## src/rtl/cs_asm_pkg.sv

```systemverilog
package cs_asm_pkg;

   // professional emphasis code -> {bit4, bit3, bit2}
   function automatic logic [2:0] emph_bits(input logic [1:0] code);
      case (code)
         2'b00:   emph_bits = 3'b111;
         2'b01:   emph_bits = 3'b011;
         2'b10:   emph_bits = 3'b000;
         default: emph_bits = 3'b001;
      endcase
   endfunction

   // consumer frequency code -> {bit25, bit24}
   function automatic logic [1:0] freq_bits(input logic [1:0] code);
      case (code)
         2'b00:   freq_bits = 2'b00;
         2'b01:   freq_bits = 2'b10;
         2'b10:   freq_bits = 2'b11;
         default: freq_bits = 2'b00;
      endcase
   endfunction

endpackage

```

## src/rtl/cs_frame_ctr.sv

```systemverilog
module cs_frame_ctr #(
   parameter int unsigned BLOCK_LEN = 192,
   parameter int unsigned IDX_W     = $clog2(BLOCK_LEN)
) (
   input  logic             clk,
   input  logic             rst_n,
   input  logic             sf_stb,
   input  logic             sf_right,
   input  logic             pass_thru,
   input  logic             blk_sync_in,
   output logic [IDX_W-1:0] idx_now
);
   localparam logic [IDX_W-1:0] LAST = IDX_W'(BLOCK_LEN - 1);

   logic [IDX_W-1:0] idx_q;
   logic             sync_q;
   logic             left_stb;
   logic             sync_rise;

   assign left_stb  = sf_stb && !sf_right;
   assign sync_rise = left_stb && pass_thru && !sync_q && blk_sync_in;
   assign idx_now   = sync_rise ? '0 : idx_q;

   always_ff @(posedge clk) begin
      if (!rst_n) begin
         idx_q  <= '0;
         sync_q <= 1'b1;
      end else begin
         if (sf_stb) begin
            if (sf_right) idx_q <= (idx_q == LAST) ? '0 : idx_q + 1'b1;
            else          idx_q <= idx_now;
         end
         if (left_stb && pass_thru) sync_q <= blk_sync_in;
      end
   end

   p_idx_range_r1: assert property (@(posedge clk) disable iff (!rst_n)
      idx_q <= LAST);

   p_right_adv_r1: assert property (@(posedge clk) disable iff (!rst_n)
      (sf_stb && sf_right && idx_q != LAST) |=> idx_q == $past(idx_q) + 1'b1);

   p_sync_align_r9: assert property (@(posedge clk) disable iff (!rst_n)
      (left_stb && pass_thru && !sync_q && blk_sync_in) |=> idx_q == '0);

endmodule

```

## src/rtl/cs_crc_chan.sv

```systemverilog
module cs_crc_chan #(
   parameter int unsigned      CRC_W = 8,
   parameter logic [CRC_W-1:0] POLY  = 8'h1D,
   parameter logic [CRC_W-1:0] INIT  = '1
) (
   input  logic             clk,
   input  logic             rst_n,
   input  logic             upd,
   input  logic             restart,
   input  logic             d_in,
   output logic [CRC_W-1:0] crc_q
);
   logic [CRC_W-1:0] base;
   logic             fb;

   assign base = restart ? INIT : crc_q;
   assign fb   = base[CRC_W-1] ^ d_in;

   always_ff @(posedge clk) begin
      if (!rst_n)   crc_q <= INIT;
      else if (upd) crc_q <= {base[CRC_W-2:0], 1'b0} ^ (fb ? POLY : '0);
   end

   p_crc_hold_r7: assert property (@(posedge clk) disable iff (!rst_n)
      !upd |=> $stable(crc_q));

endmodule

```

## src/rtl/cs_bit_map.sv

```systemverilog
module cs_bit_map
   import cs_asm_pkg::*;
#(
   parameter int unsigned IDX_W   = 8,
   parameter int unsigned CRC_W   = 8,
   parameter int unsigned CRC_POS = 184
) (
   input  logic [IDX_W-1:0] idx,
   input  logic             cons_sel,
   input  logic [4:0]       ded_n,
   input  logic [1:0]       sel_pair,
   input  logic [CRC_W-1:0] crc_val,
   output logic             pin_bit
);
   localparam int unsigned SEL_W = (CRC_W > 1) ? $clog2(CRC_W) : 1;

   logic [2:0]       emph;
   logic [1:0]       freq;
   logic [IDX_W-1:0] off;

   assign emph = emph_bits(sel_pair);
   assign freq = freq_bits(sel_pair);
   assign off  = idx - IDX_W'(CRC_POS);

   always_comb begin
      pin_bit = 1'b0;
      if (!cons_sel) begin
         if (idx >= IDX_W'(CRC_POS)) pin_bit = crc_val[off[SEL_W-1:0]];
         else begin
            case (idx)
               IDX_W'(0): pin_bit = 1'b1;
               IDX_W'(1): pin_bit = ~ded_n[0];
               IDX_W'(2): pin_bit = emph[0];
               IDX_W'(3): pin_bit = emph[1];
               IDX_W'(4): pin_bit = emph[2];
               IDX_W'(6): pin_bit = ~ded_n[1];
               IDX_W'(7): pin_bit = ~ded_n[2];
               IDX_W'(9): pin_bit = ~ded_n[3];
               default:   pin_bit = 1'b0;
            endcase
         end
      end else begin
         case (idx)
            IDX_W'(2):  pin_bit = ~ded_n[0];
            IDX_W'(3):  pin_bit = ~ded_n[1];
            IDX_W'(8):  pin_bit = ~ded_n[2];
            IDX_W'(9):  pin_bit = ~ded_n[3];
            IDX_W'(15): pin_bit = ~ded_n[4];
            IDX_W'(24): pin_bit = freq[0];
            IDX_W'(25): pin_bit = freq[1];
            default:    pin_bit = 1'b0;
         endcase
      end
   end

endmodule

```

## src/rtl/cs_status_asm.sv

```systemverilog
module cs_status_asm #(
   parameter int unsigned      BLOCK_LEN = 192,
   parameter int unsigned      MARK_LEN  = 128,
   parameter int unsigned      CRC_W     = 8,
   parameter logic [CRC_W-1:0] CRC_POLY  = 8'h1D,
   parameter logic [CRC_W-1:0] CRC_INIT  = '1
) (
   input  logic       clk,
   input  logic       rst_n,
   input  logic       sf_stb,
   input  logic       sf_right,
   input  logic       c_ser,
   input  logic       cons_sel,
   input  logic [4:0] ded_n,
   input  logic [1:0] sel_pair,
   input  logic       pass_thru,
   input  logic       blk_sync_in,
   output logic       c_vld,
   output logic       c_bit,
   output logic       c_right,
   output logic       blk_mark
);
   localparam int unsigned IDX_W   = $clog2(BLOCK_LEN);
   localparam int unsigned CRC_POS = BLOCK_LEN - CRC_W;

   if (MARK_LEN > BLOCK_LEN) begin : g_bad_mark
      $error("MARK_LEN must not exceed BLOCK_LEN");
   end
   if (CRC_W < 2 || CRC_W >= BLOCK_LEN) begin : g_bad_crc
      $error("CRC_W out of range");
   end

   logic [IDX_W-1:0] idx_now;
   logic [CRC_W-1:0] crc_vals [2];
   logic [CRC_W-1:0] crc_sel;
   logic             pin_bit;
   logic             cd_mode;
   logic             tx_bit;

   cs_frame_ctr #(.BLOCK_LEN(BLOCK_LEN), .IDX_W(IDX_W)) u_ctr (
      .clk(clk), .rst_n(rst_n), .sf_stb(sf_stb), .sf_right(sf_right),
      .pass_thru(pass_thru), .blk_sync_in(blk_sync_in), .idx_now(idx_now)
   );

   for (genvar ch = 0; ch < 2; ch++) begin : g_chan
      cs_crc_chan #(.CRC_W(CRC_W), .POLY(CRC_POLY), .INIT(CRC_INIT)) u_crc (
         .clk(clk), .rst_n(rst_n),
         .upd(sf_stb && (sf_right == 1'(ch)) && idx_now < IDX_W'(CRC_POS)),
         .restart(idx_now == '0),
         .d_in(tx_bit),
         .crc_q(crc_vals[ch])
      );
   end

   assign crc_sel = sf_right ? crc_vals[1] : crc_vals[0];

   cs_bit_map #(.IDX_W(IDX_W), .CRC_W(CRC_W), .CRC_POS(CRC_POS)) u_map (
      .idx(idx_now), .cons_sel(cons_sel), .ded_n(ded_n),
      .sel_pair(sel_pair), .crc_val(crc_sel), .pin_bit(pin_bit)
   );

   assign cd_mode = !pass_thru && cons_sel && (sel_pair == 2'b11);
   assign tx_bit  = pass_thru ? c_ser : ((c_ser && !cd_mode) || pin_bit);

   always_ff @(posedge clk) begin
      if (!rst_n) begin
         c_vld    <= 1'b0;
         c_bit    <= 1'b0;
         c_right  <= 1'b0;
         blk_mark <= 1'b0;
      end else begin
         c_vld <= sf_stb;
         if (sf_stb) begin
            c_bit    <= tx_bit;
            c_right  <= sf_right;
            blk_mark <= !cd_mode && (idx_now < IDX_W'(MARK_LEN));
         end
      end
   end

   p_vld_timing_r11: assert property (@(posedge clk) disable iff (!rst_n)
      c_vld |-> $past(sf_stb));

   p_cd_nomark_r5: assert property (@(posedge clk) disable iff (!rst_n)
      (c_vld && $past(!pass_thru && cons_sel && sel_pair == 2'b11)) |-> !blk_mark);

   p_passthru_r8: assert property (@(posedge clk) disable iff (!rst_n)
      (c_vld && $past(pass_thru)) |-> c_bit == $past(c_ser));

   p_pro_bit0_r2: assert property (@(posedge clk) disable iff (!rst_n)
      (c_vld && $past(!pass_thru && !cons_sel && idx_now == '0)) |-> c_bit);

   p_ser_or_r6: assert property (@(posedge clk) disable iff (!rst_n)
      (c_vld && $past(!cd_mode && c_ser)) |-> c_bit);

endmodule

```

## config.mk

```make
export PLATFORM = sky130hd
export DESIGN_NAME = cs_status_asm
export DESIGN_NICKNAME = d
export VERILOG_FILES = /design/src/rtl/cs_asm_pkg.sv /design/src/rtl/cs_frame_ctr.sv /design/src/rtl/cs_crc_chan.sv /design/src/rtl/cs_bit_map.sv /design/src/rtl/cs_status_asm.sv
export SDC_FILE = /design/constraint.sdc
export NUM_CORES = 1
export LEC_CHECK = 0
export BUFFER_PORTS_ARGS = -buffer_cell sky130_fd_sc_hd__clkbuf_2
export CAP_MARGIN = 10
export CORE_ASPECT_RATIO = 0.8
export CORE_MARGIN = 8
export CORE_UTILIZATION = 31
export CTS_CLUSTER_DIAMETER = 30
export DETAILED_ROUTE_END_ITERATION = 8
export HOLD_SLACK_MARGIN = 0.06
export PLACE_DENSITY = 0.54
export SYNTH_ARGS = -nofsm -noshare
export SYNTH_HDL_FRONTEND = slang
export SYNTH_SLANG_ARGS = --single-unit
```

## constraint.sdc

```tcl
create_clock -name clk -period 7 [get_ports clk]
set_clock_uncertainty 0.05 [all_clocks]
set_input_delay 0.7 -clock clk [delete_from_list [all_inputs] [get_ports clk]]
set_output_delay 0.7 -clock clk [all_outputs]
set_load 0.03 [all_outputs]
```

== Yosys cells after proc, flatten, opt, wreduce, memory -nomap -nowiden ==
Cells that the tools add are included.
Word-level totals
  logic and storage cells: 75
  register bits: 29
  output and inout bits: 4
Cells by class
  reductions and logical operators: 19
  bitwise gates (word level): 10
  equal/unequal tests: 15
  add/subtract/negate cells: 2
  $lt $le $gt $ge: 4
  multiplexer cells: 17
Operators with widths (count)
  $mux W8: 6
  $eq A8 B3 Y1 const B: 3
  $eq A8 B4 Y1 const B: 3
  $eq A8 B2 Y1 const B: 2
  $eq A8 B5 Y1 const B: 2
  $lt A8 B8 Y1 const B: 2
  $xor A8 B8 Y8: 2
  $logic_and A1 B1 Y1: 12
  $mux W5: 2
  $pmux W3 S3: 1
  $add A8 B1 Y8 const B: 1
  $eq A8 B1 Y1 const B: 1
  $eq A8 B8 Y1 const B: 1
  $ge A8 B8 Y1 const B: 1
  $logic_not A8 Y1: 1
  $pmux W1 S8: 1
  $pmux W1 S7: 1
  $not A1 Y1: 6
  $eq A2 B2 Y1 const B: 2
  $logic_not A1 Y1: 4
  $lt A3 B4 Y1 const B: 1
  $mux W1: 4
  $pmux W2 S2: 1
  $bmux W1 S3: 1
  5 further kinds: 6

== Depth between registers and ports, before layout ==
  word-level depth: 16
  depth in mapped cells: 9

== Modules after synthesis ==
From an unflattened synthesis, not the netlist that was laid out.
Unflattened totals
  cell total of the unflattened synthesis: 238
  area, all modules: 2064.5 sq um
Modules (own cells, without submodules)
  cs_crc_chan: sequential area each 160.2 sq um, cells each 39, area an instance 387.9 sq um, instances 2
  cs_frame_ctr: sequential area each 180.2 sq um, cells each 73, area an instance 588.1 sq um, instances 1
  cs_bit_map: sequential area each 0.0 sq um, cells each 54, area an instance 405.4 sq um, instances 1
  cs_status_asm: sequential area each 80.1 sq um, cells each 33, area an instance 295.3 sq um, instances 1

== Least setup slack after synthesis ==
Ideal clock, no wire load.
  path type: in2reg
  from: in sel_pair[0]
  to: reg g_chan[1].u_crc.crc_q[2]
  path buffers: 0
  stages on the path: 9
  arrival time: 2.470 ns
  setup slack: 4.341 ns
  path through: inv_1 -> ha_1 -> mux2_2 -> a21oi_1 -> o21bai_1 -> a222oi_1 -> a21oi_4 -> xnor3_1 -> o211ai_2
On the way
  cells in the longest elaborated chain, start to end: 10
RTL lines
  start, declared: RTL line cs_status_asm.sv:15  | input logic [1:0] sel_pair,
  $eq A2 B2 Y1 (tied with other cells): RTL line cs_asm_pkg.sv:5, cs_asm_pkg.sv:15
  $pmux W3 S3: RTL line cs_asm_pkg.sv:5  | case (code)
  $pmux W1 S8: RTL line cs_bit_map.sv:30  | case (idx)
  $mux W1: RTL line cs_bit_map.sv:28  | if (idx >= IDX_W'(CRC_POS)) pin_bit = crc_val[off[SEL_W-1:0]];
  $mux W1: RTL line cs_bit_map.sv:27  | if (!cons_sel) begin
  $logic_or A1 B1 Y1 *: RTL line cs_status_asm.sv:63  | assign tx_bit = pass_thru ? c_ser : ((c_ser && !cd_mode) || pin_bit);
  $mux W1 *: RTL line cs_status_asm.sv:63
  $xor A1 B1 Y1 *: RTL line cs_crc_chan.sv:17  | assign fb = base[CRC_W-1] ^ d_in;
  $mux W5 *: RTL line cs_crc_chan.sv:21  | else if (upd) crc_q <= {base[CRC_W-2:0], 1'b0} ^ (fb ? POLY : '0);
  $xor A8 B8 Y8 *: RTL line cs_crc_chan.sv:21
  end signal, assigned: RTL line cs_crc_chan.sv:21
  end, declared: RTL line cs_crc_chan.sv:11  | output logic [CRC_W-1:0] crc_q
Every way passes the cells marked *; elsewhere a longest branch is shown, timed or not.
A chain may end at the register's enable or synchronous reset.

== Final worst setup path ==
  from: in sf_right
  to: reg g_chan[1].u_crc.crc_q[4]
On the way
  cells in the longest elaborated chain, start to end: 16
RTL lines
  start, declared: RTL line cs_status_asm.sv:11  | input logic sf_right,
  $logic_not A1 Y1: RTL line cs_frame_ctr.sv:20  | assign left_stb = sf_stb && !sf_right;
  $logic_and A1 B1 Y1: RTL line cs_frame_ctr.sv:20
  $logic_and A1 B1 Y1 (3 in series): RTL line cs_frame_ctr.sv:21  | assign sync_rise = left_stb && pass_thru && !sync_q && blk_sync_in;
  $mux W8: RTL line cs_frame_ctr.sv:22  | assign idx_now = sync_rise ? '0 : idx_q;
  $sub A3 B1 Y3: RTL line cs_bit_map.sv:23  | assign off = idx - IDX_W'(CRC_POS);
  $bmux W1 S3: RTL line cs_bit_map.sv:28
  $mux W1 (not written as such): RTL line cs_bit_map.sv:28
  $mux W1: RTL line cs_bit_map.sv:28
  $mux W1: RTL line cs_bit_map.sv:27
  $logic_or A1 B1 Y1: RTL line cs_status_asm.sv:63
  $mux W1: RTL line cs_status_asm.sv:63
  $xor A1 B1 Y1: RTL line cs_crc_chan.sv:17
  $mux W5: RTL line cs_crc_chan.sv:21
  $xor A8 B8 Y8: RTL line cs_crc_chan.sv:21
Parallel ways exist; a longest one is shown, timed or not. The select of a mux whose other input is x is not followed.

==> results.ini <==
[clock_network]
clk_pin_slew_ps = 70
clockBufferDepth = 2
numClockSinks = 29
cts_tree = built
hold_buffers = 0
cts_buffers = 5
ctsResizeCount = 0
htreeDepth = 2
worstSkewPairLatency_ps = 280
postCtsSetupBuffers = 0
clock-root-buffer = clkbuf_8

[detailed_routing]
ant_nets = 0
via_per_inst = 5.02
vias = 1561
drt_iter0_markers = 76
wire_per_inst_um = 14.8
wl_mm = 4.60
dr.pass1.iters = 4
route.detailed.drc = 0

[sta]
layout_setup_ws_ps = 4240
slew_headroom_pct = 56.5
drv_slew = 0
tns_ps = 0
fmax_mhz = 363
setup_viol = 0
tightest_slew_ps = 652
finalHoldViolations = 0
min_period_over_period_pct = 39.4
rsz0062_at_grt = no
period_minus_slack_ps = 2760

[layout]
num-nets-final = 250
final_cell_mix = dfxtp_1, nor2_1, clkbuf_2
final-instance-count-excl-fill = 311
area_delta_synth_final_pct = 14.5
layout-drive-gt1-share_pct = 17.8
fillers = 595
multi_input_area_sq_mm = 0.00125
antenna-diode-count = 0
layout_commonest_cell = dfxtp_1
seq_area_sq_um = 581

[synthesis]
synth_seq_area_share_pct = 30.7
synthAdderAreaFrac_pct = 3.97
synth-simple-area-share_pct = 24.2
synth_compound_area_share_pct = 21.4
synth_area_leaders = dfxtp_1, xnor3_1, mux2i_1, nor2_1, o21ai_0
synth_xor_area_share_pct = 8.07
synth_top_area_cell = dfxtp_1
synth_top_family_by_area = simple AND/OR/NAND/NOR gates
synth_area_sq_mm = 0.00189
yosys.cell_types.count = 49
ys_warn_count = 0
synthCells = 215
synth-seq-cells = 29
ys.flop_type = dfxtp_1
syn_avg_cell_area_sq_um = 8.79
syn_nets = 236
async_flop_share_pct = 0
synth_edf_count = 0
synthDominantCellAreaShare_pct = 30.7
synth_mux_area_share_pct = 8.27

[worst_setup_path]
end_kind = flop
worstSetupPathType = in -> reg
reg2regPathDepth = 7
path_max_fanout = 14
r2r_start = u_ctr.idx_q[0]
r2r_end = g_chan[1].u_crc.crc_q[4]
critPathRequiredTime_ps = 7150
arrival_ps = 2910
cp-startpoint = sf_right
worstSetupStartpointType = primary input
r2r_slack_ps = 4300
crit_end = g_chan[1].u_crc.crc_q[4]

[global_route]
grt_pass1_vias = 1497
grt_pass1_wl_mm = 7.77
grt_max_degree = 30
grt_usage_pct = 11.2
antenna_found_initial = 0
grt_overflow = 0

[power_and_ir_drop]
ir_drop_uv = 119
leakage_nw = 0.863
p_per_area_mw_per_mm2 = 194

[placement]
globalplace.congestion = 0.807
dp_slack_ps = 3970
placed_cells_incl_taps = 303
io_buffers = 18
hpwl_mm = 3.37

[floorplan]
ios = 19
fp.dieArea_sq_mm = 0.00887
die_w_um = 103
row_count = 25
dieHeight_um = 85.9
start_util_pct = 32.0
core_area_sq_mm = 0.00591

[hold_path]
hold_class = reg -> reg

[run_status]
outcome = complete, no violations

[job]
cap_violations = 0

## how the worst min path moves through the flow
stage	from	to	slack, ps	cells past startpoint
after floorplan	u_ctr.sync_q	u_ctr.sync_q	390	2
after global placement	u_ctr.sync_q	u_ctr.sync_q	410	2
after detailed placement	u_ctr.sync_q	u_ctr.sync_q	410	2
after CTS	u_ctr.sync_q	u_ctr.sync_q	440	2
after global routing	u_ctr.sync_q	u_ctr.sync_q	480	2
final	u_ctr.sync_q	u_ctr.sync_q	430	2
## synthesized netlist by cell type (all sizes together), types with 3 or more instances
cell type  count
dfxtp         29
nor2          24
o21ai         18
nand2         16
nor3          12
clkbuf        11
mux2i         10
nor2b          8
o211ai         8
a21oi          6
ha             6
xnor3          6
and2           5
inv            5
a21boi         4
nand2b         4
nand3b         4
nand3          3
or2            3
## state kept, by name (all words and copies together) (netlist names)
name and flops:
blk_mark 1, c_bit 1, c_right 1, c_vld 1
g_chan.u_crc.crc_q 16, u_ctr.idx_q 8, u_ctr.sync_q 1
## cells by family (layout without fill, tap and decap cells)
logic type,after synthesis,count (layout)
compound gates,54,54
buf+inv,17,32
simple gates,88,88
mux,13,13
flops,29,29
xor+xnor,8,8
fa+ha+maj,6,6
## area by class of cell
type | instances | share of cell area [%]
repair buffers | 19 | 4.51
multi-input cells | 169 | 57.6
clock inverters | 2 | 1.73
clock buffers | 6 | 3.82
inverters | 5 | 0.867
well taps | 81 | 4.68
flip-flops and latches | 29 | 26.8
## through the flow
stage	utilization [%]	hold WS, ps	instance area [sq um]	total power [mW]
global route	36.6	478	2160	0.441
floorplan	-	386	1890	0.222
CTS	36.6	436	2160	0.425
global placement	34.6	412	2040	0.239
finish	36.6	434	2160	0.421
detailed placement	34.6	414	2040	0.239
## power by group
group,internal (mW),switching (mW)
Sequential,0.171,0.00644
Clock,0.116,0.0704
Combinational,0.0259,0.0318
Total,0.312,0.109
## worst max-delay path, cell delays in order
cell,delay [ps]
clkbuf_2,210
nand3b_1,310
or2_2,410
a31oi_1,170
o41ai_1,140
a21oi_4,360
xnor3_1,480
o211ai_2,140
## per-layer routing
metal	up-vias	track usage [%]	share of wire [%]
li1	816	-	-
met1	709	16.6	54
met2	34	15.3	40
met3	2	2.99	5.7
met4	0	2.75	0.54
met5	-	0	0
Note: power is estimated with default switching activity, not from simulation.
